==> config.mk <==
export PLATFORM = sky130hd
export DESIGN_NAME = calm_top
export DESIGN_NICKNAME = d
export VERILOG_FILES = /design/src/rtl/calm_pkg.sv /design/src/rtl/calm_field_regs.sv /design/src/rtl/calm_match.sv /design/src/rtl/calm_status.sv /design/src/rtl/calm_top.sv
export SDC_FILE = /design/constraint.sdc
export NUM_CORES = 1
export LEC_CHECK = 0
export ABC_AREA = 1
export BUFFER_PORTS_ARGS = -buffer_cell sky130_fd_sc_hd__buf_2
export CORE_ASPECT_RATIO = 1.75
export CORE_MARGIN = 4
export CORE_UTILIZATION = 60
export CTS_BUF_LIST = sky130_fd_sc_hd__clkbuf_16
export CTS_CLUSTER_SIZE = 14
export DETAILED_ROUTE_END_ITERATION = 8
export GPL_TIMING_DRIVEN = 0
export PLACE_DENSITY = 0.95
export SYNTH_ARGS = -nofsm -noshare
export SYNTH_HDL_FRONTEND = slang
export SYNTH_HIERARCHICAL = 1
export SYNTH_SLANG_ARGS = --single-unit
==> constraint.sdc <==
create_clock -name clk -period 2.9 [get_ports clk]
set_clock_uncertainty 0.15 [all_clocks]
set_input_delay 0.58 -clock clk [delete_from_list [all_inputs] [get_ports clk]]
set_output_delay 0.58 -clock clk [all_outputs]
set_load 0.01 [all_outputs]
==> src/rtl/calm_pkg.sv <==
package calm_pkg;
  localparam int NUM_FLD    = 6;
  localparam int FLD_W      = 12;
  localparam int CTRL_W     = 7;
  localparam int GLOBAL_BIT = 6;
  localparam int PEND_BIT   = 1;
  localparam int ADDR_W     = 3;
  localparam int DATA_W     = 16;

  typedef enum logic [ADDR_W-1:0] {
    A_CTRL = 3'd0,
    A_STAT = 3'd1,
    A_SEC  = 3'd2,
    A_MIN  = 3'd3,
    A_HOUR = 3'd4,
    A_DAY  = 3'd5,
    A_MON  = 3'd6,
    A_YEAR = 3'd7
  } calm_addr_e;

  // legal BCD bit-width of each alarm field, index 0 = second .. 5 = year
  function automatic logic [FLD_W-1:0] fld_mask(input int idx);
    case (idx)
      0, 1:    return 12'h07F;
      2, 3:    return 12'h03F;
      4:       return 12'h01F;
      default: return 12'hFFF;
    endcase
  endfunction

  // full-width equality: stray high bits in the current value block a match
  function automatic logic fld_equal(input logic [FLD_W-1:0] alarm,
                                     input logic [FLD_W-1:0] now);
    return alarm == now;
  endfunction
endpackage

==> src/rtl/calm_field_regs.sv <==
module calm_field_regs
  import calm_pkg::*;
(
  input  logic              clk,
  input  logic              rst_n,
  input  logic              wr_en,
  input  logic [ADDR_W-1:0] wr_addr,
  input  logic [DATA_W-1:0] wr_data,
  output logic [CTRL_W-1:0] ctrl_q,
  output logic [FLD_W-1:0]  fld_q [NUM_FLD]
);
  logic [NUM_FLD-1:0] fld_we;

  for (genvar g = 0; g < NUM_FLD; g++) begin : g_dec
    localparam logic [ADDR_W-1:0] MY_ADDR = ADDR_W'(int'(A_SEC) + g);
    assign fld_we[g] = wr_en && (wr_addr == MY_ADDR);
  end

  always_ff @(posedge clk) begin
    if (!rst_n) begin
      ctrl_q <= '0;
    end else if (wr_en && wr_addr == A_CTRL) begin
      ctrl_q <= wr_data[CTRL_W-1:0];
    end
  end

  always_ff @(posedge clk) begin
    for (int i = 0; i < NUM_FLD; i++) begin
      if (!rst_n) begin
        fld_q[i] <= '0;
      end else if (fld_we[i]) begin
        fld_q[i] <= wr_data[FLD_W-1:0] & fld_mask(i);
      end
    end
  end
endmodule

==> src/rtl/calm_match.sv <==
module calm_match
  import calm_pkg::*;
(
  input  logic [FLD_W-1:0]   fld_q [NUM_FLD],
  input  logic [FLD_W-1:0]   cur   [NUM_FLD],
  input  logic [NUM_FLD-1:0] fld_en,
  output logic [NUM_FLD-1:0] hit_vec,
  output logic               any_hit
);
  for (genvar g = 0; g < NUM_FLD; g++) begin : g_cmp
    assign hit_vec[g] = fld_en[g] && fld_equal(fld_q[g], cur[g]);
  end

  // any single enabled field suffices
  assign any_hit = |hit_vec;
endmodule

==> src/rtl/calm_status.sv <==
module calm_status (
  input  logic clk,
  input  logic rst_n,
  input  logic eval,
  input  logic hit,
  input  logic clr,
  output logic pending
);
  logic fire;
  assign fire = eval && hit;

  always_ff @(posedge clk) begin
    if (!rst_n)    pending <= 1'b0;
    else if (fire) pending <= 1'b1;   // a new firing outranks a clear
    else if (clr)  pending <= 1'b0;
  end

  a_r5_fire_sets: assert property (@(posedge clk) disable iff (!rst_n)
    fire |=> pending);
  a_r9_clear_drops: assert property (@(posedge clk) disable iff (!rst_n)
    (clr && !fire) |=> !pending);
  a_r8_sticky: assert property (@(posedge clk) disable iff (!rst_n)
    (pending && !clr) |=> pending);
  a_r6_no_spurious: assert property (@(posedge clk) disable iff (!rst_n)
    (!pending && !fire) |=> !pending);
endmodule

==> src/rtl/calm_top.sv <==
module calm_top
  import calm_pkg::*;
(
  input  logic              clk,
  input  logic              rst_n,
  input  logic              wr_en,
  input  logic [ADDR_W-1:0] wr_addr,
  input  logic [DATA_W-1:0] wr_data,
  input  logic [ADDR_W-1:0] rd_addr,
  output logic [DATA_W-1:0] rd_data,
  input  logic [7:0]        cur_sec,
  input  logic [7:0]        cur_min,
  input  logic [7:0]        cur_hour,
  input  logic [7:0]        cur_day,
  input  logic [7:0]        cur_mon,
  input  logic [11:0]       cur_year,
  input  logic              sec_tick,
  output logic              alarm_irq
);
  logic [CTRL_W-1:0]  ctrl_q;
  logic [FLD_W-1:0]   fld_q [NUM_FLD];
  logic [FLD_W-1:0]   cur   [NUM_FLD];
  logic [NUM_FLD-1:0] hit_vec;
  logic               any_hit;
  logic               eval;
  logic               clr;
  logic               pending;

  always_comb begin
    cur[0] = FLD_W'(cur_sec);
    cur[1] = FLD_W'(cur_min);
    cur[2] = FLD_W'(cur_hour);
    cur[3] = FLD_W'(cur_day);
    cur[4] = FLD_W'(cur_mon);
    cur[5] = cur_year;
  end

  calm_field_regs u_regs (
    .clk     (clk),
    .rst_n   (rst_n),
    .wr_en   (wr_en),
    .wr_addr (wr_addr),
    .wr_data (wr_data),
    .ctrl_q  (ctrl_q),
    .fld_q   (fld_q)
  );

  calm_match u_match (
    .fld_q   (fld_q),
    .cur     (cur),
    .fld_en  (ctrl_q[NUM_FLD-1:0]),
    .hit_vec (hit_vec),
    .any_hit (any_hit)
  );

  assign eval = sec_tick && ctrl_q[GLOBAL_BIT];
  assign clr  = wr_en && (wr_addr == A_STAT) && wr_data[PEND_BIT];

  calm_status u_stat (
    .clk     (clk),
    .rst_n   (rst_n),
    .eval    (eval),
    .hit     (any_hit),
    .clr     (clr),
    .pending (pending)
  );

  assign alarm_irq = pending;

  always_comb begin
    rd_data = '0;
    case (rd_addr)
      A_CTRL:  rd_data = DATA_W'(ctrl_q);
      A_STAT:  rd_data[PEND_BIT] = pending;
      default: rd_data = DATA_W'(fld_q[int'(rd_addr) - int'(A_SEC)]);
    endcase
  end

  a_r6_global_gate: assert property (@(posedge clk) disable iff (!rst_n)
    (sec_tick && !ctrl_q[GLOBAL_BIT] && !alarm_irq) |=> !alarm_irq);
  a_r11_no_tick_quiet: assert property (@(posedge clk) disable iff (!rst_n)
    (!sec_tick && !alarm_irq) |=> !alarm_irq);
endmodule

==> results_dict.tcl, run 1 <==
set metrics [dict create \
    cp_slowest_cell "buf_2" \
    cts_resized 0 \
    required_ns 2.17 \
    drc 0 \
    grt_overflow_total 0 \
    netlist_area_mm2 0.004696 \
    wl_mm 13.77 \
    cts_setup_buffers 0 \
    outcome "completed" \
    synthCells 913 \
    nNetsFinal 1147 \
    start_util_pct 61.63 \
    die_area_mm2 0.009362 \
    hold_path_startpoint "u_regs/fld_q[53]" \
    fin_ws_ns 0.4711 \
    crit_family "buffers and inverters" \
    critPathMaxFanout 10 \
    power_density_mw_per_mm2 332.4 \
    die_y_um 125.0 \
    cpPeakStageDelay_ns 0.30 \
    dr_wl_met2_mm 6.963 \
    gp_congestion 0.9769 \
    routed_via_density 4.763 \
    pin_count 95 \
    met1_length_mm 4.849 \
    setup_total_negative_slack_ns 0 \
    layout-drive-gt1-share_pct 14.39 \
    fp.coreArea_mm2 0.007620 \
    cp-end-kind "output pin" \
    syn_area_per_cell_um2 5.143 \
    wire_per_inst_um 11.89 \
    hp-class "register to register" \
    p_leak_nw 3.135 \
    final_core_utilization_pct 73.81 \
    worstPathCellList "buf_2, inv_2, buf_2, nand2_1, nand3_1, nand2_1, nand2_1, nand2_1, buf_2" \
    cts_buffers 5 \
    cts_sinks 51 \
    cpMostUsedCell "nand2_1" \
    finalHoldViolCount 0 \
    via_count 5515 \
    r2r_setup_slack_ns 1.27 \
    drtIter0Drc 304 \
    cts.clk_slew.worst_paths_ns 0.07 \
    cp.arrival_ns 1.70 \
    numPortBuffers 85 \
    rsz0062_at_grt "no" \
    clock_path_buffers 2 \
    reg2reg_from "u_regs/fld_q[25]" \
    slew_viol_final 0 \
    ys_warn_count 6 \
    grt_max_degree 19 \
    wl_met3_um 802 \
    final.min_clock_period_ns 2.429 \
    cts_tree "built" \
    firstDrtPassIters 5 \
    cp.depth 9 \
    hold_buffers 0 \
    path_buf_inv 4 \
    max_clock_freq_ghz 0.4117 \
    post-place-ws_ns 0.4971 \
    setup_viol 0 \
    dp_hpwl_mm 11.34 \
    antenna_left 0 \
    root_buffer "clkbuf_16" \
    r2r-end "u_stat/pending" \
    peakVddDrop_mv 0.4988 \
    antenna_found_initial 0 \
    tightest_slew_ns 0.5378 \
    area_delta_synth_final_pct 19.77 \
    rows 42 \
    crit_start "rd_addr[0]" \
    grt_use_total_pct 30.12 \
    grt_pass1_wl_mm 21.86 \
    cp-endpoint "rd_data[4]" \
    topRoutingLayerUsed "met4" \
    fin_crit_sh_pct 83.76 \
    grt_pass1_vias 5069 \
    fillCellCount 716 \
    relSlewSlack_pct 64.01 \
    cp-start-kind "input port" \
    n_antenna_cell 0 \
    htreeDepth 2 \
    path_class "input port to output pin" \
    maxCapViolCount 0 \
    rr_worst_depth 10 \
    clkLatencyLatePin_ns 0.30 \
    die_x_um 74.88 \
]
==> where the power goes <==
group	total [mW]	leakage (nW)	internal, mW	switching [mW]
Combinational	0.506	2.65	0.206	0.299
Sequential	0.752	0.414	0.724	0.0281
Clock	0.611	0.0723	0.329	0.282
==> placed cells by master, fill, tap and decap left out <==
| master | instances |
|---|---|
| or2_1 | 4 |
| a21boi_0 | 1 |
| o21ai_1 | 3 |
| inv_2 | 2 |
| a21oi_2 | 1 |
| nor2_2 | 3 |
| clkbuf_16 | 5 |
| dfxtp_1 | 51 |
| nand3_1 | 72 |
| inv_1 | 162 |
| conb_1 | 66 |
| inv_8 | 1 |
| inv_4 | 1 |
| nor2_4 | 1 |
| nand2_4 | 1 |
| buf_6 | 7 |
| or2_0 | 2 |
| xnor2_1 | 9 |
| buf_1 | 5 |
| nor2_1 | 165 |
| o22ai_1 | 1 |
| clkinvlp_4 | 1 |
| nand2_1 | 350 |
| clkbuf_1 | 1 |
| nor4_1 | 1 |
| buf_4 | 36 |
| inv_6 | 1 |
| xor2_1 | 4 |
| o21ai_0 | 18 |
| nand2_2 | 1 |
| o21bai_1 | 1 |
| buf_2 | 93 |
==> stage by stage <==
step / total power [mW] / cells / hold slack [ns] / area (µm²)
2_1_floorplan: 1.103 / 977 / 0.3218 / 4936
3_3_place_gp: 1.248 / 1150 / 0.3425 / 5472
3_5_place_dp: 1.255 / 1150 / 0.3518 / 5472
4_1_cts: 1.851 / 1158 / 0.3619 / 5624
5_1_grt: 1.973 / 1158 / 0.3842 / 5624
6_report: 1.869 / 1158 / 0.3639 / 5624
==> per-layer routing <==
layer / GRT usage, % / vias up
met3: 3.695 / 70
met2: 53.29 / 229
met5: 0 / -
li1: - / 2876
met4: 23.38 / 0
met1: 29.81 / 2340
==> sequential cells by signal, indices dropped and copies added (netlist names) <==
name            cells
u_regs/ctrl_q       7
u_regs/fld_q       43
u_stat/pending      1
==> cell type report <==
type | count | area, µm² | share of cell area [%]
Buffer | 57 | 411.6 | 7.319
Clock buffer | 5 | 125.1 | 2.225
Clock inverter | 3 | 27.53 | 0.4894
Inverter | 165 | 621.8 | 11.06
Multi-Input combinational cell | 704 | 2882 | 51.23
Sequential cell | 51 | 1021 | 18.15
Tap cell | 88 | 110.1 | 1.958
Timing Repair Buffer | 85 | 425.4 | 7.564
==> how the worst min path moves through the flow <==
stage	endpoint	slack (ns)	cells past startpoint
floorplan	u_regs/ctrl_q[0]	0.32	2
global placement	u_stat/pending	0.34	2
detailed placement	u_regs/fld_q[53]	0.35	2
CTS	u_stat/pending	0.36	2
global route	u_regs/fld_q[15]	0.38	2
finish	u_regs/fld_q[53]	0.36	2
==> tightest hold or removal path, delay by kind of cell (launching register included) <==
family	cells	cell delay, ns
AND/OR/NAND/NOR	2	0.15
flip-flops	1	0.33
Note: power is estimated with default switching activity, not from simulation.
==> run 2, diff against run 1 <==
--- a/config.mk
+++ b/config.mk
@@ -9,12 +9,12 @@
 export BUFFER_PORTS_ARGS = -buffer_cell sky130_fd_sc_hd__buf_2
 export CORE_ASPECT_RATIO = 1.75
 export CORE_MARGIN = 4
-export CORE_UTILIZATION = 60
+export CORE_UTILIZATION = 57
 export CTS_BUF_LIST = sky130_fd_sc_hd__clkbuf_16
 export CTS_CLUSTER_SIZE = 14
 export DETAILED_ROUTE_END_ITERATION = 8
 export GPL_TIMING_DRIVEN = 0
-export PLACE_DENSITY = 0.95
+export PLACE_DENSITY = 0.91
 export SYNTH_ARGS = -nofsm -noshare
 export SYNTH_HDL_FRONTEND = slang
 export SYNTH_HIERARCHICAL = 1
==> constraint.sdc (replaced) <==
create_clock -name clk -period 2.54 [get_ports clk]
set_clock_uncertainty 0.15 [all_clocks]
set_input_delay 0.508 -clock clk [delete_from_list [all_inputs] [get_ports clk]]
set_output_delay 0.508 -clock clk [all_outputs]
set_load 0.01 [all_outputs]
==> run 2 against run 1 <==
Largest power group unchanged. Die area up 4.8%. Combinational power up 14%. First-iteration DRC count down 17%. Sequential share of layout area down 0.068 points. Core utilization down 2.9 points. Clock-buffer cell count unchanged. Critical endpoint is now rd_data[7]. Clock power up 27%. Cell count up 0.17%. Flip-flop and latch count unchanged.
==> results_dict.tcl, run 2 (synthesis gave the netlist of run 1 again) <==
set metrics [dict create \
    outcome "completed" \
    final_core_utilization_pct 70.90 \
    root_buffer "clkbuf_16" \
    required_ns 1.88 \
    finalHoldViolCount 0 \
    cts_resized 0 \
    final.min_clock_period_ns 2.227 \
    rows 43 \
    hold_depth 3 \
    clock_path_buffers 2 \
    cp.arrival_ns 1.57 \
    critPathMaxFanout 10 \
    maxCapViolCount 0 \
    pin_count 95 \
    fp.coreArea_mm2 0.007963 \
    grt_overflow_total 0 \
    hp-class "input port to register" \
    cts_tree "built" \
    cts.clk_slew.worst_paths_ns 0.07 \
    peakVddDrop_mv 0.5520 \
    die_y_um 128.1 \
    cts_sinks 51 \
    cpMostUsedCell "nand2_1" \
    clkLatencyLatePin_ns 0.29 \
    wl_mm 13.85 \
    crit_family "buffers and inverters" \
    cp.depth 9 \
    setup_viol 0 \
    largest_registers "u_regs/fld_q: 43 flops, u_regs/ctrl_q: 7 flops, u_stat/pending: 1 flops" \
    cpPeakStageDelay_ns 0.27 \
    grt_pass1_vias 4871 \
    fin_crit_sh_pct 87.69 \
    antenna_found_initial 0 \
    path_class "input port to output pin" \
    worstPathCellList "buf_2, inv_2, buf_2, nand2_1, nand3_1, nand2_1, nand2_1, nand2_1, buf_2" \
    relSlewSlack_pct 60.86 \
    cp-start-kind "input port" \
    firstDrtPassIters 5 \
    path_buf_inv 4 \
    htreeDepth 2 \
    cp_slowest_cell "buf_2" \
    cts_buffers 5 \
    grt_pass1_wl_mm 22.12 \
    area_delta_synth_final_pct 20.22 \
    p_leak_nw 3.143 \
    dp_hpwl_mm 11.38 \
    gp_congestion 0.9943 \
    rr_worst_depth 9 \
    n_antenna_cell 0 \
    drc 0 \
    power_density_mw_per_mm2 392.0 \
    final_cell_mix "350 x nand2_1, 165 x nor2_1, 162 x inv_1" \
    hold_buffers 0 \
    start_util_pct 58.97 \
    tightest_slew_ns 0.5849 \
    antenna_left 0 \
    final_common_cell "nand2_1" \
    routed_via_density 4.691 \
    regMostFlops "u_regs/fld_q" \
    rsz0062_at_grt "no" \
    slew_viol_final 0 \
    layout-drive-gt1-share_pct 14.39 \
    grt_use_total_pct 28.80 \
    numPortBuffers 85 \
    largest_reg_flops 43 \
    setup_total_negative_slack_ns 0 \
    cp-end-kind "output pin" \
    cts_setup_buffers 0 \
    die_x_um 76.61 \
    max_clock_freq_ghz 0.4490 \
    via_count 5441 \
    die_area_mm2 0.009811 \
    grt_max_degree 18 \
    drtIter0Drc 253 \
    nNetsFinal 1147 \
    fillCellCount 773 \
    wire_per_inst_um 11.94 \
]
==> run 2: cell types whose count changed in the layout (fill, tap and decap cells not counted), sizes merged <==
cell    change
bufinv      +1
inv         -1
==> run 2: path summary, 6_finish.rpt <==
check | slack, ns | endpoint | start
hold reg to reg | 0.37 | u_regs/fld_q[27] | u_regs/fld_q[27]
hold / removal | 0.32 | u_stat/pending | rst_n
setup reg to reg | 0.93 | u_stat/pending | u_regs/ctrl_q[0]
setup / recovery | 0.31 | rd_data[7] | rd_addr[0]
==> run 2: cell type report <==
type	count	area (µm²)	area share, %
multi-input cells	704	2882	51.04
flip-flops and latches	51	1021	18.09
inverters	165	621.8	11.02
repair buffers	85	425.4	7.535
plain buffers	57	411.6	7.292
clock buffers	5	125.1	2.216
well taps	90	112.6	1.995
clock inverters	3	46.29	0.8200
==> run 2: stage by stage <==
| stage | power (mW) | instances | instance area [µm²] | worst slack [ns] | hold WS, ns |
|---|---|---|---|---|---|
| floorplan | 1.260 | 977 | 4936 | 0.7317 | 0.3218 |
| global placement | 1.425 | 1152 | 5474 | 0.3344 | 0.3493 |
| detailed placement | 1.432 | 1152 | 5474 | 0.3304 | 0.3552 |
| CTS | 2.194 | 1160 | 5645 | 0.3291 | 0.3089 |
| global route | 2.334 | 1160 | 5645 | 0.2081 | 0.3135 |
| finish | 2.213 | 1160 | 5645 | 0.3128 | 0.3168 |
==> run 2: tightest hold or removal path: stages <==
cell and delay [ns]:
buf_2 0.10, inv_1 0.06, a21oi_2 0.04
==> run 2: power breakdown <==
part | switching [mW] | internal [mW]
clock | 0.308 | 0.468
combinational | 0.341 | 0.236
sequential | 0.0327 | 0.827
total | 0.682 | 1.53
==> run 2: layer usage <==
| metal | vias to the layer above | GRT usage, % | share of wire (%) |
|---|---|---|---|
| met5 | - | 0 | 0 |
| met1 | 2324 | 28.87 | 37 |
| met2 | 192 | 55.11 | 52 |
| met4 | 0 | 19.64 | 6.2 |
| li1 | 2871 | - | - |
| met3 | 54 | 2.883 | 5.0 |
==> run 3, diff against run 2 <==
--- a/config.mk
+++ b/config.mk
@@ -14,7 +14,7 @@
 export CTS_CLUSTER_SIZE = 14
 export DETAILED_ROUTE_END_ITERATION = 8
 export GPL_TIMING_DRIVEN = 0
-export PLACE_DENSITY = 0.91
+export PLACE_DENSITY = 0.85
 export SYNTH_ARGS = -nofsm -noshare
 export SYNTH_HDL_FRONTEND = slang
 export SYNTH_HIERARCHICAL = 1
==> run 3 against run 2 <==
Setup slack improved by 0.011 ns. First-iteration DRC count up 7.1%. Register-to-register slack better by 0.03 ns. Fmax increased by 0.49%. Core utilization unchanged. Via count fell by 1.7%. Flip-flop and latch count unchanged. Power down 0.44%. Final area stayed put. Sequential share of layout area is the same. Clock-buffer cell count is the same. Critical path depth unchanged. Critical endpoint is now rd_data[5]. Largest power group unchanged. Highest routed layer unchanged.
==> results_dict.tcl, run 3 (synthesis gave the netlist of run 1 again) <==
set metrics [dict create \
    area_delta_synth_final_pct 20.22 \
    cp-start-kind "input port" \
    power.switching_uw 672.5 \
    relSlewSlack_pct 60.26 \
    cts_resized 0 \
    r2r_setup_slack_ns 0.96 \
    p_sw_share_pct 30.52 \
    slew_viol_final 0 \
    rr_worst_depth 10 \
    path_class "input port to output pin" \
    comb_power_share_pct 26.1 \
    cts_tree "built" \
    antenna_left 0 \
    max_clock_freq_ghz 0.4512 \
    rsz0062_at_grt "no" \
    final_cell_mix "350 x nand2_1, 165 x nor2_1, 162 x inv_1" \
    hp-class "input port to register" \
    largest_reg_flops 43 \
    crit_family "buffers and inverters" \
    p_leak_nw 3.143 \
    clock_path_buffers 2 \
    reg2reg_from "u_regs/fld_q[25]" \
    clkLatencyLatePin_ns 0.29 \
    pin_count 95 \
    root_buffer "clkbuf_16" \
    critPathMaxFanout 10 \
    via_count 5348 \
    power_density_mw_per_mm2 390.3 \
    nNetsFinal 1147 \
    htreeDepth 2 \
    antenna_found_initial 0 \
    outcome "completed" \
    die_y_um 128.1 \
    drc 0 \
    cp-endpoint "rd_data[5]" \
    cts.clk_slew.worst_paths_ns 0.07 \
    grt_pass1_wl_mm 22.02 \
    holdWs_ns 0.3128 \
    path_buf_inv 5 \
    required_ns 1.88 \
    p_int_mw 1.531 \
    cpPeakStageDelay_ns 0.27 \
    tightest_slew_ns 0.5938 \
    layout-drive-gt1-share_pct 14.39 \
    placed_area_mm2 0.005474 \
    final_core_utilization_pct 70.90 \
    peakVddDrop_mv 0.4290 \
    finalHoldViolCount 0 \
    setup_viol 0 \
    seq_power_share_pct 38.9 \
    grt_use_total_pct 28.62 \
    cts_buffers 5 \
    maxCapViolCount 0 \
    drtIter0Drc 271 \
    die_x_um 76.61 \
    grt_overflow_total 0 \
    hold_buffers 0 \
    start_util_pct 58.97 \
    gp_congestion 1.084 \
    fin_crit_sh_pct 87.26 \
    final.min_clock_period_ns 2.216 \
    fp.coreArea_mm2 0.007963 \
    setup_total_negative_slack_ns 0 \
    dp_hpwl_mm 11.31 \
    regMostFlops "u_regs/fld_q" \
    cp_slowest_cell "buf_2" \
    final_area_mm2 0.005645 \
    final_common_cell "nand2_1" \
    grt_max_degree 18 \
    cts_sinks 51 \
    routed_via_density 4.610 \
    cp-end-kind "output pin" \
    n_antenna_cell 0 \
    power_frac_clock_pct 35.0 \
    cp.arrival_ns 1.56 \
    grt_pass1_vias 4885 \
    largest_registers "u_regs/fld_q: 43 flops, u_regs/ctrl_q: 7 flops, u_stat/pending: 1 flops" \
    cts_setup_buffers 0 \
    worstPathCellList "buf_2, inv_2, buf_2, nand2_1, nand3_1, nand2_1, inv_1, nand2_1, buf_2" \
    numPortBuffers 85 \
    wl_mm 13.54 \
    die_area_mm2 0.009811 \
    crit_start "rd_addr[0]" \
    r2r-end "u_stat/pending" \
    rows 43 \
    wire_per_inst_um 11.67 \
    firstDrtPassIters 5 \
    cp.depth 9 \
]
-- run 3: layer usage --
metal | track usage [%] | vias up | routed length [µm]
met5 | 0 | - | 0
met4 | 20.17 | 0 | 982
met3 | 3.657 | 59 | 638
met2 | 53.14 | 173 | 6936
met1 | 29.29 | 2246 | 4984
li1 | - | 2870 | -
-- run 3: tightest hold or removal path, delay by kind of cell --
| kind | cells | cell delay, ns |
|---|---|---|
| AO/OA/AOI/OAI | 1 | 0.03 |
| buffers and inverters | 2 | 0.17 |
-- run 3: worst min path at each step --
stage	start	to	slack (ns)	cells past startpoint
floorplan	u_regs/ctrl_q[0]	u_regs/ctrl_q[0]	0.32	2
global placement	u_stat/pending	u_stat/pending	0.33	2
detailed placement	u_stat/pending	u_stat/pending	0.35	2
CTS	rst_n	u_stat/pending	0.31	3
global route	rst_n	u_stat/pending	0.30	3
finish	rst_n	u_stat/pending	0.31	3
-- run 3: metrics by stage --
| stage | std cells | power (mW) | worst slack (ns) |
|---|---|---|---|
| 3_5_place_dp | 1152 | 1.432 | 0.3510 |
| 3_3_place_gp | 1152 | 1.425 | 0.3457 |
| 4_1_cts | 1160 | 2.190 | 0.3465 |
| 5_1_grt | 1160 | 2.335 | 0.1782 |
| 2_1_floorplan | 977 | 1.260 | 0.7317 |
| 6_report | 1160 | 2.203 | 0.3237 |
-- run 3: power groups by stage --
| stage | Combinational [mW] | Clock, mW | Sequential (mW) |
|---|---|---|---|
| 2_1_floorplan | 0.396 | 0 | 0.864 |
| 3_3_place_gp | 0.550 | 0 | 0.875 |
| 6_report | 0.575 | 0.770 | 0.858 |
| 3_5_place_dp | 0.555 | 0 | 0.876 |
| 4_1_cts | 0.558 | 0.775 | 0.858 |
| 5_1_grt | 0.659 | 0.815 | 0.861 |
-- run 3: layout make-up --
| class | count | area, µm² |
|---|---|---|
| Inverter | 165 | 621.8 |
| Clock inverter | 3 | 46.29 |
| Buffer | 57 | 411.6 |
| Clock buffer | 5 | 125.1 |
| Multi-Input combinational cell | 704 | 2882 |
| Timing Repair Buffer | 85 | 425.4 |
| Tap cell | 90 | 112.6 |
| Sequential cell | 51 | 1021 |
| Fill cell | 849 | 2317 |
